===== config.mk =====
export PLATFORM = sky130hd
export DESIGN_NAME = scsi_regfront
export DESIGN_NICKNAME = d
export VERILOG_FILES = /design/src/rtl/srf_pkg.sv /design/src/rtl/srf_cmd_decode.sv /design/src/rtl/srf_fifo.sv /design/src/rtl/scsi_regfront.sv
export SDC_FILE = /design/constraint.sdc
export NUM_CORES = 1
export LEC_CHECK = 0
export BUFFER_PORTS_ARGS = -buffer_cell sky130_fd_sc_hd__buf_2
export CAP_MARGIN = 20
export CORE_ASPECT_RATIO = 1.75
export CORE_UTILIZATION = 56
export CTS_CLUSTER_DIAMETER = 120
export DETAILED_ROUTE_END_ITERATION = 10
export PLACE_DENSITY = 0.77
export REMOVE_ABC_BUFFERS = 1
export SETUP_SLACK_MARGIN = 0.2
export SYNTH_ARGS = -nofsm -noshare
export SYNTH_HDL_FRONTEND = slang
export SYNTH_SLANG_ARGS = --single-unit
export TNS_END_PERCENT = 30

===== constraint.sdc =====
create_clock -name clk -period 3.15 [get_ports clk]
set_clock_uncertainty 0.05 [all_clocks]
set_input_delay 0 -clock clk [delete_from_list [all_inputs] [get_ports clk]]
set_output_delay 0 -clock clk [all_outputs]
set_load 0.02 [all_outputs]

===== src/rtl/srf_pkg.sv =====
package srf_pkg;
  localparam int REG_NUM = 16;
  localparam int IDX_W   = 4;

  localparam logic [3:0] IX_TCL   = 4'd0;
  localparam logic [3:0] IX_TCM   = 4'd1;
  localparam logic [3:0] IX_FIFO  = 4'd2;
  localparam logic [3:0] IX_CMD   = 4'd3;
  localparam logic [3:0] IX_STAT  = 4'd4;
  localparam logic [3:0] IX_INTR  = 4'd5;
  localparam logic [3:0] IX_STEP  = 4'd6;
  localparam logic [3:0] IX_FLAGS = 4'd7;
  localparam logic [3:0] IX_CFG1  = 4'd8;
  localparam logic [3:0] IX_CLKF  = 4'd9;
  localparam logic [3:0] IX_CFG3  = 4'd12;
  localparam logic [3:0] IX_TCH   = 4'd14;

  localparam int ST_INT      = 7;
  localparam int ST_TC       = 4;
  localparam int IN_BUSRST   = 7;
  localparam int IN_ILLEGAL  = 6;
  localparam int IN_DISC     = 5;
  localparam int IN_FUNCDONE = 3;
  localparam int CF1_RSTMASK = 6;
  localparam int CMD_DMA     = 7;

  localparam logic [2:0] PHASE_CMD = 3'd2;
  localparam logic [2:0] STEP_DONE = 3'd4;

  typedef enum logic [3:0] {
    CK_NOP, CK_FLUSH, CK_CHIPRST, CK_BUSRST, CK_MSGOK,
    CK_SETATN, CK_CLRATN, CK_SELECT, CK_XFER, CK_ILLEGAL
  } cmd_kind_e;

  function automatic logic [7:0] wr_init(input logic [3:0] i);
    case (i)
      IX_TCH:  return 8'h94;
      IX_CLKF: return 8'h02;
      IX_STEP: return 8'h05;
      default: return 8'h00;
    endcase
  endfunction

  function automatic logic mirrored(input logic [3:0] i);
    return (i == IX_CMD) || (i >= IX_CFG1 && i <= IX_CFG3);
  endfunction
endpackage


===== src/rtl/srf_cmd_decode.sv =====
module srf_cmd_decode
  import srf_pkg::*;
(
  input  logic [6:0] code,
  output cmd_kind_e  kind
);
  always_comb begin
    case (code)
      7'h00, 7'h44:               kind = CK_NOP;
      7'h01:                      kind = CK_FLUSH;
      7'h02:                      kind = CK_CHIPRST;
      7'h03:                      kind = CK_BUSRST;
      7'h12:                      kind = CK_MSGOK;
      7'h1a:                      kind = CK_SETATN;
      7'h1b:                      kind = CK_CLRATN;
      7'h41, 7'h42, 7'h43, 7'h46: kind = CK_SELECT;
      7'h10, 7'h11, 7'h18:        kind = CK_XFER;
      default:                    kind = CK_ILLEGAL;
    endcase
  end
endmodule


===== src/rtl/srf_fifo.sv =====
module srf_fifo #(
  parameter int DEPTH = 16,
  parameter int W     = 8,
  localparam int AW   = (DEPTH > 1) ? $clog2(DEPTH) : 1,
  localparam int CW   = $clog2(DEPTH + 1)
) (
  input  logic          clk,
  input  logic          rst,
  input  logic          flush,
  input  logic          push,
  input  logic          pop,
  input  logic [W-1:0]  wdata,
  output logic [W-1:0]  rdata,
  output logic [CW-1:0] count
);
  logic [W-1:0]  mem [DEPTH];
  logic [AW-1:0] wp, rp;
  logic          full, empty, do_push, do_pop;

  assign full    = (count == CW'(DEPTH));
  assign empty   = (count == '0);
  assign do_push = push && !full;
  assign do_pop  = pop && !empty;

  function automatic logic [AW-1:0] bump(input logic [AW-1:0] p);
    return (p == AW'(DEPTH - 1)) ? '0 : p + 1'b1;
  endfunction

  always_ff @(posedge clk) begin
    if (do_push) mem[wp] <= wdata;
  end

  always_ff @(posedge clk) begin
    if (rst)         rdata <= '0;
    else if (do_pop) rdata <= mem[rp];
  end

  always_ff @(posedge clk) begin
    if (rst || flush) begin
      wp    <= '0;
      rp    <= '0;
      count <= '0;
    end else begin
      if (do_push) wp <= bump(wp);
      if (do_pop)  rp <= bump(rp);
      count <= count + CW'(do_push) - CW'(do_pop);
    end
  end


  cnt_bound_chk: assert property (@(posedge clk) disable iff (rst)
    count <= CW'(DEPTH));


  full_drop_chk: assert property (@(posedge clk) disable iff (rst)
    (push && full && !pop && !flush) |=> (count == CW'(DEPTH)));


  empty_pop_chk: assert property (@(posedge clk) disable iff (rst)
    (pop && empty && !push && !flush) |=> (count == '0 && $stable(rdata)));


  flush_chk: assert property (@(posedge clk) disable iff (rst)
    flush |=> (count == '0));
endmodule


===== src/rtl/scsi_regfront.sv =====
module scsi_regfront
  import srf_pkg::*;
#(
  parameter int         FIFO_DEPTH = 16,
  parameter logic [2:0] BUS_ID     = 3'd7,
  localparam int        CNT_W      = $clog2(FIFO_DEPTH + 1)
) (
  input  logic       clk,
  input  logic       rst,
  input  logic       acc,
  input  logic       acc_wr,
  input  logic [3:0] acc_idx,
  input  logic [7:0] acc_wdata,
  output logic [7:0] acc_rdata,
  output logic       irq,
  output logic       atn,
  output logic       link_up,
  output logic       seq_go,
  output logic [7:0] seq_cmd
);
  logic [7:0] wr_q [REG_NUM];
  logic [7:0] rd_q [REG_NUM];
  logic [7:0] wr_n [REG_NUM];
  logic [7:0] rd_n [REG_NUM];

  logic             atn_n, link_n, go_n;
  logic [7:0]       cmd_n;
  logic             fifo_push, fifo_pop, fifo_flush, soft_rst;
  logic [7:0]       fifo_q;
  logic [CNT_W-1:0] fifo_cnt;
  logic [4:0]       cnt5;
  logic [7:0]       rd_mux, rdata_q;
  logic             sel_fifo_q;
  logic             cmd_wr, intr_rd;
  cmd_kind_e        kind;

  srf_cmd_decode u_dec (
    .code (acc_wdata[6:0]),
    .kind (kind)
  );

  srf_fifo #(.DEPTH(FIFO_DEPTH), .W(8)) u_fifo (
    .clk   (clk),
    .rst   (rst),
    .flush (fifo_flush || soft_rst),
    .push  (fifo_push),
    .pop   (fifo_pop),
    .wdata (acc_wdata),
    .rdata (fifo_q),
    .count (fifo_cnt)
  );

  assign cnt5    = 5'(fifo_cnt);
  assign cmd_wr  = acc && acc_wr && (acc_idx == IX_CMD);
  assign intr_rd = acc && !acc_wr && (acc_idx == IX_INTR);

  always_comb begin
    wr_n       = wr_q;
    rd_n       = rd_q;
    atn_n      = atn;
    link_n     = link_up;
    go_n       = 1'b0;
    cmd_n      = seq_cmd;
    fifo_push  = 1'b0;
    fifo_pop   = 1'b0;
    fifo_flush = 1'b0;
    soft_rst   = 1'b0;
    if (acc && acc_wr) begin
      wr_n[acc_idx] = acc_wdata;
      if (mirrored(acc_idx)) rd_n[acc_idx] = acc_wdata;
      if (acc_idx == IX_FIFO) fifo_push = 1'b1;
      if (acc_idx == IX_CMD) begin
        rd_n[IX_INTR][IN_BUSRST] = 1'b0;
        if (acc_wdata[CMD_DMA]) begin
          rd_n[IX_TCL]        = wr_q[IX_TCL];
          rd_n[IX_TCM]        = wr_q[IX_TCM];
          rd_n[IX_TCH]        = wr_q[IX_TCH];
          rd_n[IX_STAT][ST_TC] = 1'b0;
        end
        case (kind)
          CK_FLUSH:   fifo_flush = 1'b1;
          CK_CHIPRST: soft_rst   = 1'b1;
          CK_BUSRST: begin
            if (!wr_q[IX_CFG1][CF1_RSTMASK]) rd_n[IX_STAT][ST_INT] = 1'b1;
            rd_n[IX_INTR][IN_BUSRST]   = 1'b1;
            rd_n[IX_INTR][IN_FUNCDONE] = 1'b1;
            link_n = 1'b0;
          end
          CK_MSGOK: begin
            rd_n[IX_STAT][ST_INT]  = 1'b1;
            rd_n[IX_INTR][IN_DISC] = 1'b1;
            rd_n[IX_STEP][2:0]     = STEP_DONE;
            link_n = 1'b0;
          end
          CK_SETATN: atn_n = 1'b1;
          CK_CLRATN: atn_n = 1'b0;
          CK_SELECT: begin
            go_n   = 1'b1;
            cmd_n  = acc_wdata;
            link_n = 1'b1;
          end
          CK_XFER: begin
            go_n  = 1'b1;
            cmd_n = acc_wdata;
          end
          CK_ILLEGAL: begin
            rd_n[IX_STAT][ST_INT]     = 1'b1;
            rd_n[IX_INTR][IN_ILLEGAL] = 1'b1;
          end
          default: ;
        endcase
      end
    end else if (acc) begin
      if (acc_idx == IX_FIFO) fifo_pop = 1'b1;
      if (acc_idx == IX_INTR && rd_q[IX_STAT][ST_INT]) begin
        rd_n[IX_INTR] = 8'h00;
        rd_n[IX_STEP] = 8'h00;
        rd_n[IX_STAT] = {5'b0, PHASE_CMD};
      end
    end
  end

  always_ff @(posedge clk) begin
    if (rst || soft_rst) begin
      for (int i = 0; i < REG_NUM; i++) begin
        wr_q[i] <= wr_init(4'(i));
        rd_q[i] <= (4'(i) == IX_STEP) ? 8'h00 : wr_init(4'(i));
      end
      atn     <= 1'b0;
      link_up <= 1'b0;
      seq_go  <= 1'b0;
      seq_cmd <= 8'h00;
      irq     <= 1'b0;
    end else begin
      wr_q    <= wr_n;
      rd_q    <= rd_n;
      atn     <= atn_n;
      link_up <= link_n;
      seq_go  <= go_n;
      seq_cmd <= cmd_n;
      irq     <= rd_q[IX_STAT][ST_INT];
    end
  end

  always_comb begin
    case (acc_idx)
      IX_FLAGS: rd_mux = {rd_q[IX_STEP][2:0], cnt5};
      IX_CFG1:  rd_mux = {rd_q[IX_CFG1][7:3], BUS_ID};
      default:  rd_mux = rd_q[acc_idx];
    endcase
  end

  always_ff @(posedge clk) begin
    if (rst) begin
      rdata_q    <= 8'h00;
      sel_fifo_q <= 1'b0;
    end else if (acc && !acc_wr) begin
      rdata_q    <= rd_mux;
      sel_fifo_q <= (acc_idx == IX_FIFO);
    end
  end

  assign acc_rdata = sel_fifo_q ? fifo_q : rdata_q;


  intr_clear_chk: assert property (@(posedge clk) disable iff (rst)
    (intr_rd && rd_q[IX_STAT][ST_INT]) |=>
      (rd_q[IX_STAT] == 8'h02 && rd_q[IX_INTR] == 8'h00 && rd_q[IX_STEP] == 8'h00));


  irq_fall_chk: assert property (@(posedge clk) disable iff (rst)
    (intr_rd && rd_q[IX_STAT][ST_INT]) |=> ##1 !irq);


  busrst_bit_chk: assert property (@(posedge clk) disable iff (rst)
    (cmd_wr && kind != CK_BUSRST) |=> !rd_q[IX_INTR][IN_BUSRST]);


  dma_load_chk: assert property (@(posedge clk) disable iff (rst)
    (cmd_wr && acc_wdata[CMD_DMA] && kind != CK_CHIPRST) |=>
      (rd_q[IX_TCL] == $past(wr_q[IX_TCL]) && !rd_q[IX_STAT][ST_TC]));


  own_id_chk: assert property (@(posedge clk) disable iff (rst)
    (acc && !acc_wr && acc_idx == IX_CFG1) |=> (acc_rdata[2:0] == BUS_ID));


  go_pulse_chk: assert property (@(posedge clk) disable iff (rst)
    seq_go |=> !seq_go);
endmodule


# --- After elaboration in Yosys (flattened, before gate mapping) ---
# Memory sizes are Yosys's and may differ from the RTL's. A register that Yosys moved wholly into a read port is not among the register bits.
# Cells that the tools add are included.
totals:
  ff_bits: 290
  mem_bits_rw: 128
  in_bits: 16
  out_inout_bits: 20
  wordCells: 173
  n_memories: 1
op_classes:
  n_addsub: 4
  order_cmp: 4
  n_eq_ne: 33
  n_mux: 48
  n_bitwise: 3
  reduce_logical: 34
mem_list:
  columns: ["memory", "depth", "word_bits", "rd", "rd_clocked_by_memory_dff", "write_ports", "line_no", "text"]
  rows:
  - ["u_fifo.mem", 16, 8, 1, 1, 1, "srf_fifo.sv:16", "logic [W-1:0] mem [DEPTH];"]
op_table:
  columns: ["operator", "n"]
  rows:
  - ["128-bit bitwise mux", 2]
  - ["128-bit 2-to-1 mux", 1]
  - ["24-bit 2-to-1 mux", 3]
  - ["8-bit 2-to-1 mux", 6]
  - ["7-bit by 5-bit equality test with 1-bit output (second input constant)", 6]
  - ["4-bit case mux with 9 select lines", 1]
  - ["7-bit equality test (second input constant)", 5]
  - ["8-bit binary-select mux with 4-bit select", 1]
  - ["8-bit demux with 4-bit select", 1]
  - ["16-bit 2-to-1 mux", 2]
  - ["4-bit by 3-bit equality test with 1-bit output (second input constant)", 6]
  - ["1-bit 2-to-1 mux", 22]
  - ["4-bit equality test (second input constant)", 5]
  - ["4-bit by 2-bit equality test with 1-bit output (second input constant)", 4]
  - ["8-bit case mux with 2 select lines", 1]
  - ["3-bit AND reduction", 5]
  - ["7-bit by 2-bit equality test with 1-bit output (second input constant)", 2]
  - ["3-bit 2-to-1 mux", 3]
  - ["4-bit by 1-bit adder with 4-bit output (second input constant)", 2]
  - ["4-bit 2-to-1 mux", 2]
  - ["2-bit nonzero test", 4]
  - ["2-bit OR reduction", 4]
  - ["7-bit by 1-bit equality test with 1-bit output (second input constant)", 1]
  - ["1-bit logical AND", 7]
  - ["other kinds (20)", 30]

# --- Logic depth before layout (Yosys ltp) ---
logic_depth:
  ltp_word: 11
  ltp_mapped: 16

# --- Modules after synthesis ---
# Synthesis repeated with hierarchy kept, for this count alone.
hier_totals:
  cells_unflattened: 1099
  hier_area_um2: 13233.9
by_module_without_submodules:
  columns: ["mod", "n_inst", "cells_per_inst", "area_per_inst_um2", "seq_area_each_um2"]
  rows:
  - ["scsi_regfront", 1, 754, 7076.8, 3383.2]
  - ["srf_fifo", 1, 322, 5957.0, 4264.1]
  - ["srf_cmd_decode", 1, 23, 200.2, 0.0]

# --- Worst setup path before layout ---
# No wires, ideal clock.
synth_timing:
  path_kind: "flip-flop to flip-flop"
  start: "register u_fifo.count[2]"
  end: "register u_fifo.count[4]"
  setup_ns: 0.132
  t_arrival_ns: 3.012
  setup_slack_ns: -0.044
  stages_incl_launch_ff: 17
  path_buffers: 2
  path_cell_list: "dfxtp_1 inv_1 ha_1 or4b_2 and4_1 clkbuf_1 clkbuf_1 ha_1 inv_1 ha_1 inv_1 fa_1 inv_1 a21oi_1 o21bai_1 xnor2_1 nor3_1"
synth_rtl:
  columns: ["item", "line_no", "text"]
  rows:
  - ["start, declared", "srf_fifo.sv:14", "output logic [CW-1:0] count"]
  - ["start signal, assigned", "srf_fifo.sv:46", "count <= count + CW'(do_push) - CW'(do_pop);"]
  - ["5-bit logical NOT", "srf_fifo.sv:21", "assign empty = (count == '0);"]
  - ["1-bit logical NOT", "srf_fifo.sv:23", "assign do_pop = pop && !empty;"]
  - ["1-bit logical AND", "srf_fifo.sv:23", null]
  - ["net u_fifo.do_pop", "srf_fifo.sv:18", "logic full, empty, do_push, do_pop;"]
  - ["5-bit by 1-bit subtractor with 5-bit output", "srf_fifo.sv:46", null]
# The timed path passes the listed nets, and every way through them passes these cells.
# A chain may end at the register's enable or synchronous reset.

# --- Worst setup path after layout ---
layout_timing:
  start: "register u_fifo.count[2]"
  end: "register u_fifo.count[4]"
layout_between:
  elab_chain_cells: 5
layout_rtl:
  columns: ["item", "line_no", "text"]
  rows:
  - ["5-bit equality test", "srf_fifo.sv:20", "assign full = (count == CW'(DEPTH));"]
  - ["1-bit logical NOT", "srf_fifo.sv:22", "assign do_push = push && !full;"]
  - ["1-bit logical AND", "srf_fifo.sv:22", null]
  - ["5-bit by 1-bit adder with 5-bit output", "srf_fifo.sv:46", null]
  - ["5-bit by 1-bit subtractor with 5-bit output *", "srf_fifo.sv:46", null]
# Every way passes the cells marked *; elsewhere a longest branch is shown, timed or not.

==> summary.md <==
| Metric | Value |
|---|---|
| Status | `completed` |
| Post-route ant nets | `0` |
| Number of global-route vias before repair | `8512` |
| Root Buffer | `clkbuf_16` |
| Drt total wl | `30100 um` |
| Multi-input logic area | `5100 sq um` |
| Share of layout cells above drive strength 1 | `17.56%` |
| Filler instances | `1718` |
| Commonest non-fill, non-tap cell in the layout | `dfxtp_1` |
| Worst EP required | `3.49 ns` |
| Worst-path maximum fanout | `2` |
| Static Leakage | `0.005044 uW` |
| Worst-path clk slew | `0.07 ns` |
| Crit end category | `register` |
| CP max stage delay | `0.45 ns` |
| Top cells by area, synth | `edfxtp_1, dfxtp_1, mux4_2` |
| CP Class | `reg -> reg` |
| Final Instance Count excl. Fillers | `1439` |
| I/O pins | `36` |
| Clock Path Buffers | `3` |
| Placed insts | `1371` |
| Total die area | `24190 sq um` |
| HPWL after detailed placement | `20630 um` |
| Fin. Hold Viols | `0` |
| DRT met1 WL | `11460 um` |
| Final GP Congestion | `0.9119` |
| DR WL/cell | `20.91 um` |
| Routed wl met3 | `739 um` |
| Row Count | `73` |
| Async SR Flop Fraction | `0%` |
| Area grow syn2layout | `11.25%` |
| NumNets Final | `1147` |
| CP arrival | `3.14 ns` |
| CTS Buf Count | `26` |
| Tot Pwr | `7897 uW` |
| DIE WIDTH | `118.0 um` |
| Core area | `22930 sq um` |
| Max-slew violations | `0` |
| Top_reg_cell synth | `dfxtp_1` |
| Largest net degree at the start of global routing | `67` |
| Top-area cell type share of the netlist area | `29.15%` |
| Maximum vdd ir drop | `385.6 uV` |
| Setup slack at placement | `0.1042 ns` |
| Post-layout min period | `2.796 ns` |
| WL met2 | `16170 um` |
| Max-cap check violation count | `0` |
| Worst path cell trace | `inv_2 -> ha_4 -> or4b_4 -> and4_4 -> ha_1 -> inv_1 -> ha_2 -> inv_1 -> fa_2 -> inv_2 -> a21oi_1 -> o21bai_1 -> xnor2_1 -> nor3_1` |
| Vias per inst | `5.918` |
| Routed vias | `8516` |
| Total track usage | `25.19%` |
| Initial DRC Count | `624` |
| Final setup violation count | `0` |
| Top cell type by total area after synthesis | `edfxtp_1` |
| Initial antenna violation count | `0` |
| Post-synth EDFFs | `128` |
| FMAX | `0.3577 GHz` |
| Period utilization | `88.76%` |
| Grt ovf | `0` |
| Synth unique cells | `66` |
| Commonest cells after routing, fill and taps aside | `dfxtp_1, edfxtp_1, nand2_1` |
| #FFs+latches synth | `317` |
| Post-synthesis cell area | `13190 sq um` |
| IO Port Bufs | `35` |
| H-tree depth | `1` |
| Slew margin rel. | `47.12%` |
| # diodes | `0` |
| DRT Pass-1 Iters | `5` |
| Initial core utilization | `57.52%` |
| RSZ-0062 raised after global routing | `false` |
| Seq/Total Area, Yosys | `57.84%` |
| Worst hold-check path type | `in -> reg` |
| Syn. warnings | `0` |
| Clk Latency, worst-skew pair | `0.54 ns` |
| Worst Setup Slack, final | `0.3540 ns` |
| Hold WS | `0.2298 ns` |
| TritonCTS clock tree | `built` |
| FF/Latch Area | `7631 sq um` |
| Syn Inst Count | `1083` |
| Mean Syn Cell Area | `12.18 sq um` |
| Wire length of the first global-routing pass | `46660 um` |
| Slowest-stage cell, CP | `or4b_4` |
| Top Layer Used | `met4` |
| Cell Pwr Density | `538.3 nW/um^2` |
| Worst-Margin Slew | `0.7873 ns` |
| Startpoint types | `register` |
| Clock sink total | `317` |
| Die Ht | `205.0 um` |
| Final Util | `63.99%` |
| DRC | `0` |
-- final timing paths --
kind                      to  slack [ns]  depth (start not counted)            start
max          u_fifo.count[4]        0.35                         14  u_fifo.count[2]
max reg2reg  u_fifo.count[4]        0.35                         14  u_fifo.count[2]
min reg2reg          rd_q[2]        0.40                          2          rd_q[2]
min               rdata_q[0]        0.23                          5       acc_idx[0]
-- power breakdown --
part	switching, uW	total [uW]	leakage (uW)	internal (uW)
clock network	1430	3240	0.000412	1810
logic	242	366	0.00196	125
registers	13.2	4290	0.00268	4280
total	1680	7900	0.00504	6220
-- stage by stage --
step           TNS [ns]  instance area [sq um]
2_1_floorplan   -213.95                  12750
3_3_place_gp          0                  13610
3_5_place_dp          0                  13610
4_1_cts               0                  14640
5_1_grt               0                  14670
6_report              0                  14670
-- layer usage --
| metal | track usage (%) | up-vias |
|---|---|---|
| li1 | - | 4017 |
| met1 | 27.24 | 4244 |
| met2 | 47.31 | 180 |
| met3 | 2.227 | 75 |
| met4 | 15.25 | 0 |
| met5 | 0 | - |
-- critical path, delay by kind of cell (launching register included) --
kind | cells | cell delay, ns
adder cells (fa/ha/maj) | 4 | 0.97
AND/OR/NAND/NOR | 3 | 0.71
flip-flops | 1 | 0.33
buffers and inverters | 4 | 0.26
AO/OA/AOI/OAI | 2 | 0.21
XOR/XNOR | 1 | 0.14
-- state kept, by name (all words and copies together), names as in the netlist --
| register | count |
|---|---|
| link_up | 1 |
| sel_fifo_q | 1 |
| rd_q | 122 |
| rdata_q | 8 |
| u_fifo.rp | 4 |
| u_fifo.rdata | 8 |
| u_fifo.wp | 4 |
| seq_go | 1 |
| u_fifo.mem | 128 |
| u_fifo.count | 5 |
| seq_cmd | 8 |
| atn | 1 |
| wr_q | 25 |
| irq | 1 |
-- timing repair --
item                       4_1_cts  5_1_grt
buffers inserted                 2        3
pin swaps                        4        4
hold buffers                    15        0
gates resized for setup          7        4
hold endpoints to repair        95        0
setup endpoints to repair        1        1
-- cell usage after synthesis, types with 10 or more instances --
library cell / n
a21oi_1: 82
and2_1: 47
and3_1: 17
buf_2: 17
buf_4: 13
clkbuf_1: 37
dfxtp_1: 189
edfxtp_1: 128
ha_1: 11
inv_1: 16
mux2_2: 13
mux2i_1: 63
mux4_2: 50
nand2_1: 109
nand2b_1: 19
nand3_1: 32
nor2_1: 64
nor2b_1: 10
nor3_1: 19
o211ai_1: 10
-- final cells by class --
type / instances / share of cell area [%]
multi-input combinational: 667 / 34.76
tap: 300 / 2.559
clock inverter: 9 / 0.6482
timing repair buffer: 91 / 4.486
sequential: 317 / 52.02
clock buffer: 39 / 5.117
inverter: 16 / 0.4094
-- cells by family (layout without fill, tap and decap cells) --
group | count (synthesis) | after routing | share of synthesized area [%]
buf+inv | 99 | 155 | 3.748
fa+ha+maj | 12 | 12 | 1.196
xor+xnor | 7 | 7 | 0.4649
mux | 126 | 126 | 14.43
compound gates | 172 | 172 | 8.644
flops | 317 | 317 | 57.84
simple gates | 350 | 350 | 13.67
No activity file was read; power rests on OpenSTA's default activity.
